## config.mk

```make
export PLATFORM = sky130hd
export DESIGN_NAME = spiSyncSeeker
export DESIGN_NICKNAME = d
export VERILOG_FILES = /design/src/rtl/spiSyncPkg.sv /design/src/rtl/spiSyncDatapath.sv /design/src/rtl/spiSyncControl.sv /design/src/rtl/spiSyncSeeker.sv
export SDC_FILE = /design/constraint.sdc
export NUM_CORES = 1
export LEC_CHECK = 0
export BUFFER_PORTS_ARGS = -buffer_cell sky130_fd_sc_hd__buf_2
export CORE_MARGIN = 1.5
export CORE_UTILIZATION = 30
export DETAILED_ROUTE_END_ITERATION = 6
export GPL_ROUTABILITY_DRIVEN = 0
export GPL_TIMING_DRIVEN = 0
export SETUP_SLACK_MARGIN = 0.4
export SLEW_MARGIN = 20
export SYNTH_ARGS = -nofsm -noshare
export SYNTH_HDL_FRONTEND = slang
export SYNTH_HIERARCHICAL = 1
export SYNTH_SLANG_ARGS = --single-unit
```

## constraint.sdc

```tcl
create_clock -name clk -period 6.1 [get_ports clk]
set_input_delay 0.305 -clock clk [delete_from_list [all_inputs] [get_ports clk]]
set_output_delay 0.305 -clock clk [all_outputs]
set_load 0.05 [all_outputs]
```

## src/rtl/spiSyncPkg.sv

```systemverilog
package spiSyncPkg;

  typedef enum logic [2:0] {
    ST_IDLE,
    ST_CMD,
    ST_SEARCH,
    ST_GAP,
    ST_STREAM,
    ST_FAIL
  } seqState_t;

  // strobes from control to datapath
  typedef struct packed {
    logic clkRun;    // SCLK may toggle
    logic forceLow;  // hold SCLK low
    logic divHold;   // keep divider at zero
    logic txLoad;    // load command register, clear receive register
    logic opSel;     // 0: first opcode, 1: second opcode
    logic txShift;   // advance MOSI on falling SCLK
    logic rxShift;   // shift MISO into sync register
    logic byteShift; // shift MISO into byte accumulator
    logic byteEmit;  // publish completed byte
  } seqStrobe_t;

endpackage

```

## src/rtl/spiSyncDatapath.sv

```systemverilog
module spiSyncDatapath
  import spiSyncPkg::*;
#(
  parameter int          HALF_DIV   = 2,
  parameter logic [31:0] SYNC_WORD  = 32'h5A3C_C3A5,
  parameter logic [7:0]  OPC_FIRST  = 8'h03,
  parameter logic [7:0]  OPC_SECOND = 8'hE8,
  parameter int          TX_BITS    = 64
) (
  input  logic       clk,
  input  logic       rstN,
  input  logic       miso,
  input  seqStrobe_t strb,
  output logic       wrap,
  output logic       riseEv,
  output logic       fallEv,
  output logic       sclk,
  output logic       mosi,
  output logic       matchNext,
  output logic [7:0] byteData,
  output logic       byteValid
);

  localparam int DW = (HALF_DIV > 1) ? $clog2(HALF_DIV) : 1;

  logic [DW-1:0]      divCnt;
  logic [TX_BITS-1:0] txReg;
  logic [31:0]        rxReg;
  logic [31:0]        rxNext;
  logic [7:0]         byteAcc;

  assign wrap   = (divCnt == DW'(HALF_DIV - 1));
  assign riseEv = wrap && !sclk && strb.clkRun;
  assign fallEv = wrap && sclk;

  always_ff @(posedge clk or negedge rstN) begin
    if (!rstN)                   divCnt <= '0;
    else if (strb.divHold || wrap) divCnt <= '0;
    else                         divCnt <= divCnt + 1'b1;
  end

  always_ff @(posedge clk or negedge rstN) begin
    if (!rstN)                 sclk <= 1'b0;
    else if (strb.forceLow)    sclk <= 1'b0;
    else if (riseEv || fallEv) sclk <= ~sclk;
  end

  // command shifter: opcode then zeros (address and dummy bytes)
  always_ff @(posedge clk or negedge rstN) begin
    if (!rstN)
      txReg <= '0;
    else if (strb.txLoad)
      txReg <= {(strb.opSel ? OPC_SECOND : OPC_FIRST), {(TX_BITS-8){1'b0}}};
    else if (strb.txShift)
      txReg <= {txReg[TX_BITS-2:0], 1'b0};
  end
  assign mosi = txReg[TX_BITS-1];

  // sync hunt register
  assign rxNext    = {rxReg[30:0], miso};
  assign matchNext = (rxNext == SYNC_WORD);

  always_ff @(posedge clk or negedge rstN) begin
    if (!rstN)              rxReg <= '0;
    else if (strb.txLoad)   rxReg <= '0;
    else if (strb.rxShift)  rxReg <= rxNext;
  end

  // post-sync byte assembly
  always_ff @(posedge clk or negedge rstN) begin
    if (!rstN) begin
      byteAcc   <= '0;
      byteData  <= '0;
      byteValid <= 1'b0;
    end else begin
      byteValid <= 1'b0;
      if (strb.byteShift) byteAcc <= {byteAcc[6:0], miso};
      if (strb.byteEmit) begin
        byteData  <= {byteAcc[6:0], miso};
        byteValid <= 1'b1;
      end
    end
  end

endmodule

```

## src/rtl/spiSyncControl.sv

```systemverilog
module spiSyncControl
  import spiSyncPkg::*;
#(
  parameter int WINDOW      = 512,
  parameter int PASSES      = 4,
  parameter int DUMMY_BYTES = 4,
  parameter int GAP_PERIODS = 2
) (
  input  logic       clk,
  input  logic       rstN,
  input  logic       start,
  input  logic       wrap,
  input  logic       riseEv,
  input  logic       fallEv,
  input  logic       matchNext,
  output seqStrobe_t strb,
  output logic       csActive,
  output logic       syncFound,
  output logic       searchFail
);

  localparam int CMD_SHORT = 32;
  localparam int CMD_LONG  = 32 + 8 * DUMMY_BYTES;
  localparam int BW        = $clog2(CMD_LONG + 1);
  localparam int WW        = (WINDOW > 1) ? $clog2(WINDOW) : 1;
  localparam int PW        = (PASSES > 1) ? $clog2(PASSES) : 1;
  localparam int GAP_WRAPS = 2 * GAP_PERIODS;
  localparam int GW        = $clog2(GAP_WRAPS) + 1;

  seqState_t     state, stateNxt;
  logic          opSel, opSelNxt;
  logic [PW-1:0] passCnt, passCntNxt;
  logic [BW-1:0] bitCnt, bitCntNxt;
  logic [WW-1:0] winCnt, winCntNxt;
  logic [GW-1:0] gapCnt, gapCntNxt;
  logic          endPending, endPendingNxt;
  logic          startQ;
  logic          startRise;
  logic [BW-1:0] cmdBits;
  logic          active;

  assign startRise = start && !startQ;
  assign cmdBits   = opSel ? BW'(CMD_LONG) : BW'(CMD_SHORT);
  assign active    = (state == ST_CMD) || (state == ST_SEARCH) ||
                     (state == ST_GAP) || (state == ST_STREAM);

  always_comb begin
    stateNxt      = state;
    opSelNxt      = opSel;
    passCntNxt    = passCnt;
    bitCntNxt     = bitCnt;
    winCntNxt     = winCnt;
    gapCntNxt     = gapCnt;
    endPendingNxt = endPending;

    if (active && !start) begin
      stateNxt = ST_IDLE;
    end else begin
      unique case (state)
        ST_IDLE, ST_FAIL: begin
          if (startRise) begin
            stateNxt   = ST_CMD;
            opSelNxt   = 1'b0;
            passCntNxt = '0;
            bitCntNxt  = '0;
            winCntNxt  = '0;
          end
        end
        ST_CMD: begin
          if (riseEv) bitCntNxt = bitCnt + 1'b1;
          else if (fallEv && bitCnt == cmdBits) begin
            stateNxt      = ST_SEARCH;
            winCntNxt     = '0;
            endPendingNxt = 1'b0;
          end
        end
        ST_SEARCH: begin
          if (riseEv) begin
            if (matchNext) begin
              stateNxt  = ST_STREAM;
              bitCntNxt = '0;
            end else if (winCnt == WW'(WINDOW - 1)) begin
              endPendingNxt = 1'b1;
            end else begin
              winCntNxt = winCnt + 1'b1;
            end
          end else if (fallEv && endPending) begin
            stateNxt  = ST_GAP;
            gapCntNxt = '0;
          end
        end
        ST_GAP: begin
          if (wrap) begin
            if (gapCnt == GW'(GAP_WRAPS - 1)) begin
              if (!opSel) begin
                stateNxt  = ST_CMD;
                opSelNxt  = 1'b1;
                bitCntNxt = '0;
              end else if (passCnt == PW'(PASSES - 1)) begin
                stateNxt = ST_FAIL;
              end else begin
                stateNxt   = ST_CMD;
                opSelNxt   = 1'b0;
                passCntNxt = passCnt + 1'b1;
                bitCntNxt  = '0;
              end
            end else begin
              gapCntNxt = gapCnt + 1'b1;
            end
          end
        end
        ST_STREAM: begin
          if (riseEv) bitCntNxt = (bitCnt == BW'(7)) ? '0 : bitCnt + 1'b1;
        end
        default: stateNxt = ST_IDLE;
      endcase
    end
  end

  always_ff @(posedge clk or negedge rstN) begin
    if (!rstN) begin
      state      <= ST_IDLE;
      opSel      <= 1'b0;
      passCnt    <= '0;
      bitCnt     <= '0;
      winCnt     <= '0;
      gapCnt     <= '0;
      endPending <= 1'b0;
      startQ     <= 1'b0;
    end else begin
      state      <= stateNxt;
      opSel      <= opSelNxt;
      passCnt    <= passCntNxt;
      bitCnt     <= bitCntNxt;
      winCnt     <= winCntNxt;
      gapCnt     <= gapCntNxt;
      endPending <= endPendingNxt;
      startQ     <= start;
    end
  end

  always_comb begin
    strb.clkRun    = (state == ST_CMD) || (state == ST_SEARCH) || (state == ST_STREAM);
    strb.forceLow  = (stateNxt == ST_IDLE) || (stateNxt == ST_FAIL) ||
                     (state == ST_IDLE) || (state == ST_FAIL) || (state == ST_GAP);
    strb.divHold   = (state == ST_IDLE) || (state == ST_FAIL);
    strb.txLoad    = (stateNxt == ST_CMD) && (state != ST_CMD);
    strb.opSel     = opSelNxt;
    strb.txShift   = (state == ST_CMD) && fallEv;
    strb.rxShift   = (state == ST_SEARCH) && riseEv;
    strb.byteShift = (state == ST_STREAM) && riseEv;
    strb.byteEmit  = (state == ST_STREAM) && riseEv && (bitCnt == BW'(7));
  end

  assign csActive   = (state == ST_CMD) || (state == ST_SEARCH) || (state == ST_STREAM);
  assign syncFound  = (state == ST_STREAM);
  assign searchFail = (state == ST_FAIL);

endmodule

```

## src/rtl/spiSyncSeeker.sv

```systemverilog
module spiSyncSeeker
  import spiSyncPkg::*;
#(
  parameter int          HALF_DIV    = 2,
  parameter int          WINDOW      = 512,
  parameter int          PASSES      = 4,
  parameter int          DUMMY_BYTES = 4,
  parameter int          GAP_PERIODS = 2,
  parameter logic [31:0] SYNC_WORD   = 32'h5A3C_C3A5,
  parameter logic [7:0]  OPC_FIRST   = 8'h03,
  parameter logic [7:0]  OPC_SECOND  = 8'hE8
) (
  input  logic       clk,
  input  logic       rstN,
  input  logic       start,
  input  logic       miso,
  output logic       sclkOut,
  output logic       sclkOe,
  output logic       csNOut,
  output logic       csNOe,
  output logic       mosiOut,
  output logic       mosiOe,
  output logic       syncFound,
  output logic       searchFail,
  output logic [7:0] byteData,
  output logic       byteValid
);

  localparam int TX_BITS = 32 + 8 * DUMMY_BYTES;

  seqStrobe_t strb;
  logic       wrap, riseEv, fallEv, matchNext, csActive;

  spiSyncControl #(
    .WINDOW(WINDOW), .PASSES(PASSES),
    .DUMMY_BYTES(DUMMY_BYTES), .GAP_PERIODS(GAP_PERIODS)
  ) ctrl (
    .clk(clk), .rstN(rstN), .start(start),
    .wrap(wrap), .riseEv(riseEv), .fallEv(fallEv), .matchNext(matchNext),
    .strb(strb), .csActive(csActive),
    .syncFound(syncFound), .searchFail(searchFail)
  );

  spiSyncDatapath #(
    .HALF_DIV(HALF_DIV), .SYNC_WORD(SYNC_WORD),
    .OPC_FIRST(OPC_FIRST), .OPC_SECOND(OPC_SECOND), .TX_BITS(TX_BITS)
  ) dpath (
    .clk(clk), .rstN(rstN), .miso(miso), .strb(strb),
    .wrap(wrap), .riseEv(riseEv), .fallEv(fallEv),
    .sclk(sclkOut), .mosi(mosiOut), .matchNext(matchNext),
    .byteData(byteData), .byteValid(byteValid)
  );

  assign csNOut = !csActive;
  assign sclkOe = !searchFail;
  assign csNOe  = !searchFail;
  assign mosiOe = !searchFail;

endmodule

```

==> out/summary.txt <==
largest net degree at the start of global routing -> 47
Setup CP Type -> reg -> reg
Max-slew headroom -> 43.8%
Arrival @ worst endpoint -> 4.06 ns
share of cells above drive strength 1 -> 21.2%
syn_area_per_cell -> 10.5 um^2
# clock sinks -> 84
Ys Warns -> 6
type of the tightest min-delay check -> in -> reg
Yosys cell types -> 56
placed cell count -> 612
First-pass DRT Iterations -> 4
Clock Pin Slew Worst Setup and Hold Paths -> 0.06 ns
antenna viol nets, final -> 0
DP Wirelength -> 5990 um
Register Area -> 2100 um^2
fillers -> 1381
Synth Instances -> 411
Synth Area in Adders -> 2.02%
count leader, synth -> dfrtp_1
#FFs+latches synth -> 84
Vias/cell -> 4.95
Pwr Density -> 371 nW/um^2
peak fanout along the critical path -> 10
clk_lat worst skew -> 0.34 ns
RSZ-0062 raised after global routing -> no
Core Area -> 14000 um^2
mean routed wirelength per cell -> 13.4 um
top_reg_cell synth -> dfrtp_1
# diodes -> 0
final hold violation count -> 0
All-Layer GR Usage -> 12.2%
post-cts sizing count -> 0
initial cell density of the core -> 30.9%
ys async rst share -> 100%
die area -> 15200 um^2
Top Ports -> 21
Final Net Count -> 455
fmax -> 261 MHz
Critical Path RT -> 6.33 ns
Final Skew -> 0.00967 ns
synthesized cell area -> 4330 um^2
peak supply drop -> 0.000162 V
post-synthesis mux area share -> 13.2%
Die Wd -> 123 um
register area share after synthesis -> 48.6%
Synth area leaders -> dfrtp_1, mux2i_1, nor2_1
Synth top area share -> 48.6%
antenna violations before repair -> 0
list of most frequent post-synthesis cells -> dfrtp_1, nor2_1, mux2i_1
drt drc -> 0
die height -> 123 um
area grow syn2layout -> 15.4%
main combinational cell family by area after synthesis -> simple AND/OR/NAND/NOR gates
CP Capture Type -> flop
WL final -> 8400 um
DRT iter0 DRCs -> 195
first-pass GRT wire length -> 14400 um
final setup violation count -> 0
setup repair bufs after CTS -> 0
Remaining Overflow, GRT -> 0
CTS tree -> done
Multi-input gate area -> 1990 um^2
post-synthesis xor/xnor area fraction -> 0.405%
status -> finished clean
non-filler instance count after layout -> 629
clk buf depth -> 2
critical path launch point type -> flop
vias in the first global route -> 3000
period utilization -> 62.8%
Rows -> 43
Syn Nets -> 422
CTS root buf -> clkbuf_16
slew of the pin with the lowest slew margin -> 0.835 ns
Vias -> 3112
# H-tree levels -> 3
number of synthesized flops with an enable pin -> 0
post-layout min period -> 3.83 ns
Setup TNS -> 0 ns
# Max-Cap Violations -> 0
compound-gate portion of the synthesized area -> 10.1%
total CTS buffers -> 9
Lkg Pwr -> 0.00224 uW
Final Max Slew Viols -> 0
top cell type by total area after synthesis -> dfrtp_1
simple-gate area share of the yosys netlist -> 20.2%
input/output buffers -> 20
==> path summary, 6_finish.rpt <==
check | depth (start not counted) | slack [ns] | endpoint | start
min | 1 | 0.12 | ctrl/startQ | start
max in group asynchronous | 3 | 5.01 | ctrl/state[0] | rstN
max | 17 | 2.27 | dpath/rxReg[9] | ctrl/state[0]
max reg2reg | 17 | 2.27 | dpath/rxReg[9] | ctrl/state[0]
min in group asynchronous | 2 | 0.49 | dpath/rxReg[1] | rstN
min reg2reg | 1 | 0.48 | ctrl/winCnt[7] | ctrl/winCnt[7]
==> power breakdown <==
group	switching, uW	leakage (uW)	internal [uW]
clock network	227	0.000146	319
registers	104	0.00114	688
logic	307	0.000955	207
total	638	0.00224	1210
==> through the flow <==
stage | setup WS (ns) | hold WS [ns] | area, um^2 | power, uW | utilization (%)
after CTS | 2.32 | 0.101 | 4990 | 1870 | 35.7
after global placement | 2.36 | 0.450 | 4650 | 1290 | 33.3
after detailed placement | 2.33 | 0.326 | 4680 | 1310 | 33.5
after floorplan | 3.03 | 0.00941 | 4330 | 1170 | -
final | 2.27 | 0.115 | 4990 | 1850 | 35.7
after global routing | 1.89 | 0.119 | 4990 | 1970 | 35.7
==> what timing repair did <==
item | 4_1_cts | 5_1_grt
endpoints found under the setup margin | 0 | 0
hold buffers | 1 | 0
endpoints found under the hold margin | 38 | 0
==> logic make-up (layout without fill, tap and decap cells) <==
logic type	after synthesis	in the layout
xor gates and xnor gates	2	2
and+or+nand+nor	160	160
buffers and inverters	41	79
muxes	55	55
adders and majority gates	7	7
AOI/OAI and AO/OA	62	62
DFF	84	84
==> area by class of cell <==
| cell class | instances | share of cell area, % |
|---|---|---|
| multi-input combinational | 286 | 39.8 |
| clock inverter | 7 | 1.48 |
| inverter | 14 | 1.05 |
| clock buffer | 9 | 4.51 |
| sequential | 84 | 42.1 |
| buffer | 27 | 3.69 |
| timing repair buffer | 22 | 2.81 |
| tap | 180 | 4.51 |
==> critical path, cell delays in order, from the launching register on <==
cell and delay (ns):
dfrtp_1 0.32, buf_4 0.16, buf_6 0.16, buf_2 0.24, xor2_1 0.17, nor2_1 0.05, a21oi_1 0.22, buf_4 0.16
nand2_1 0.06, nor2_1 0.13, buf_4 0.19, nand3b_1 0.08, nand3_1 0.16, nand2_1 0.25, nor4_1 0.70, buf_2 0.35
buf_2 0.24, nor2_1 0.07
==> layout by cell type, fill, tap and decap left out, types with 6 or more instances in the layout <==
master | synthesis | final
a211oi_1 | 6 | 6
inv_1 | 14 | 14
mux2_2 | 18 | 18
a21oi_1 | 13 | 13
nand2b_1 | 8 | 8
nor2_1 | 56 | 56
mux2i_1 | 37 | 37
o21ai_0 | 10 | 10
dfrtp_1 | 84 | 84
o31ai_1 | 7 | 7
buf_4 | 10 | 11
nand2_1 | 24 | 24
nor3_1 | 7 | 7
nor2b_1 | 9 | 9
clkbuf_16 | 0 | 9
buf_2 | 11 | 30
a31oi_1 | 6 | 6
nand3_1 | 12 | 12
ha_1 | 7 | 7
==> per-layer routing <==
layer,GRT usage [%],routed length [um]
met5,0,0
met4,6.82,228
met3,2.77,261
met2,18.0,3840
met1,16.5,4070
==> sequential cells by signal, indices dropped and copies added, names as in the netlist, 2 cells and up <==
name,cells
ctrl/bitCnt,7
ctrl/gapCnt,3
ctrl/passCnt,2
ctrl/state,3
ctrl/winCnt,9
dpath/byteAcc,7
dpath/byteData,8
dpath/rxReg,31
dpath/txReg,8
Note: power is estimated with default switching activity, not from simulation.
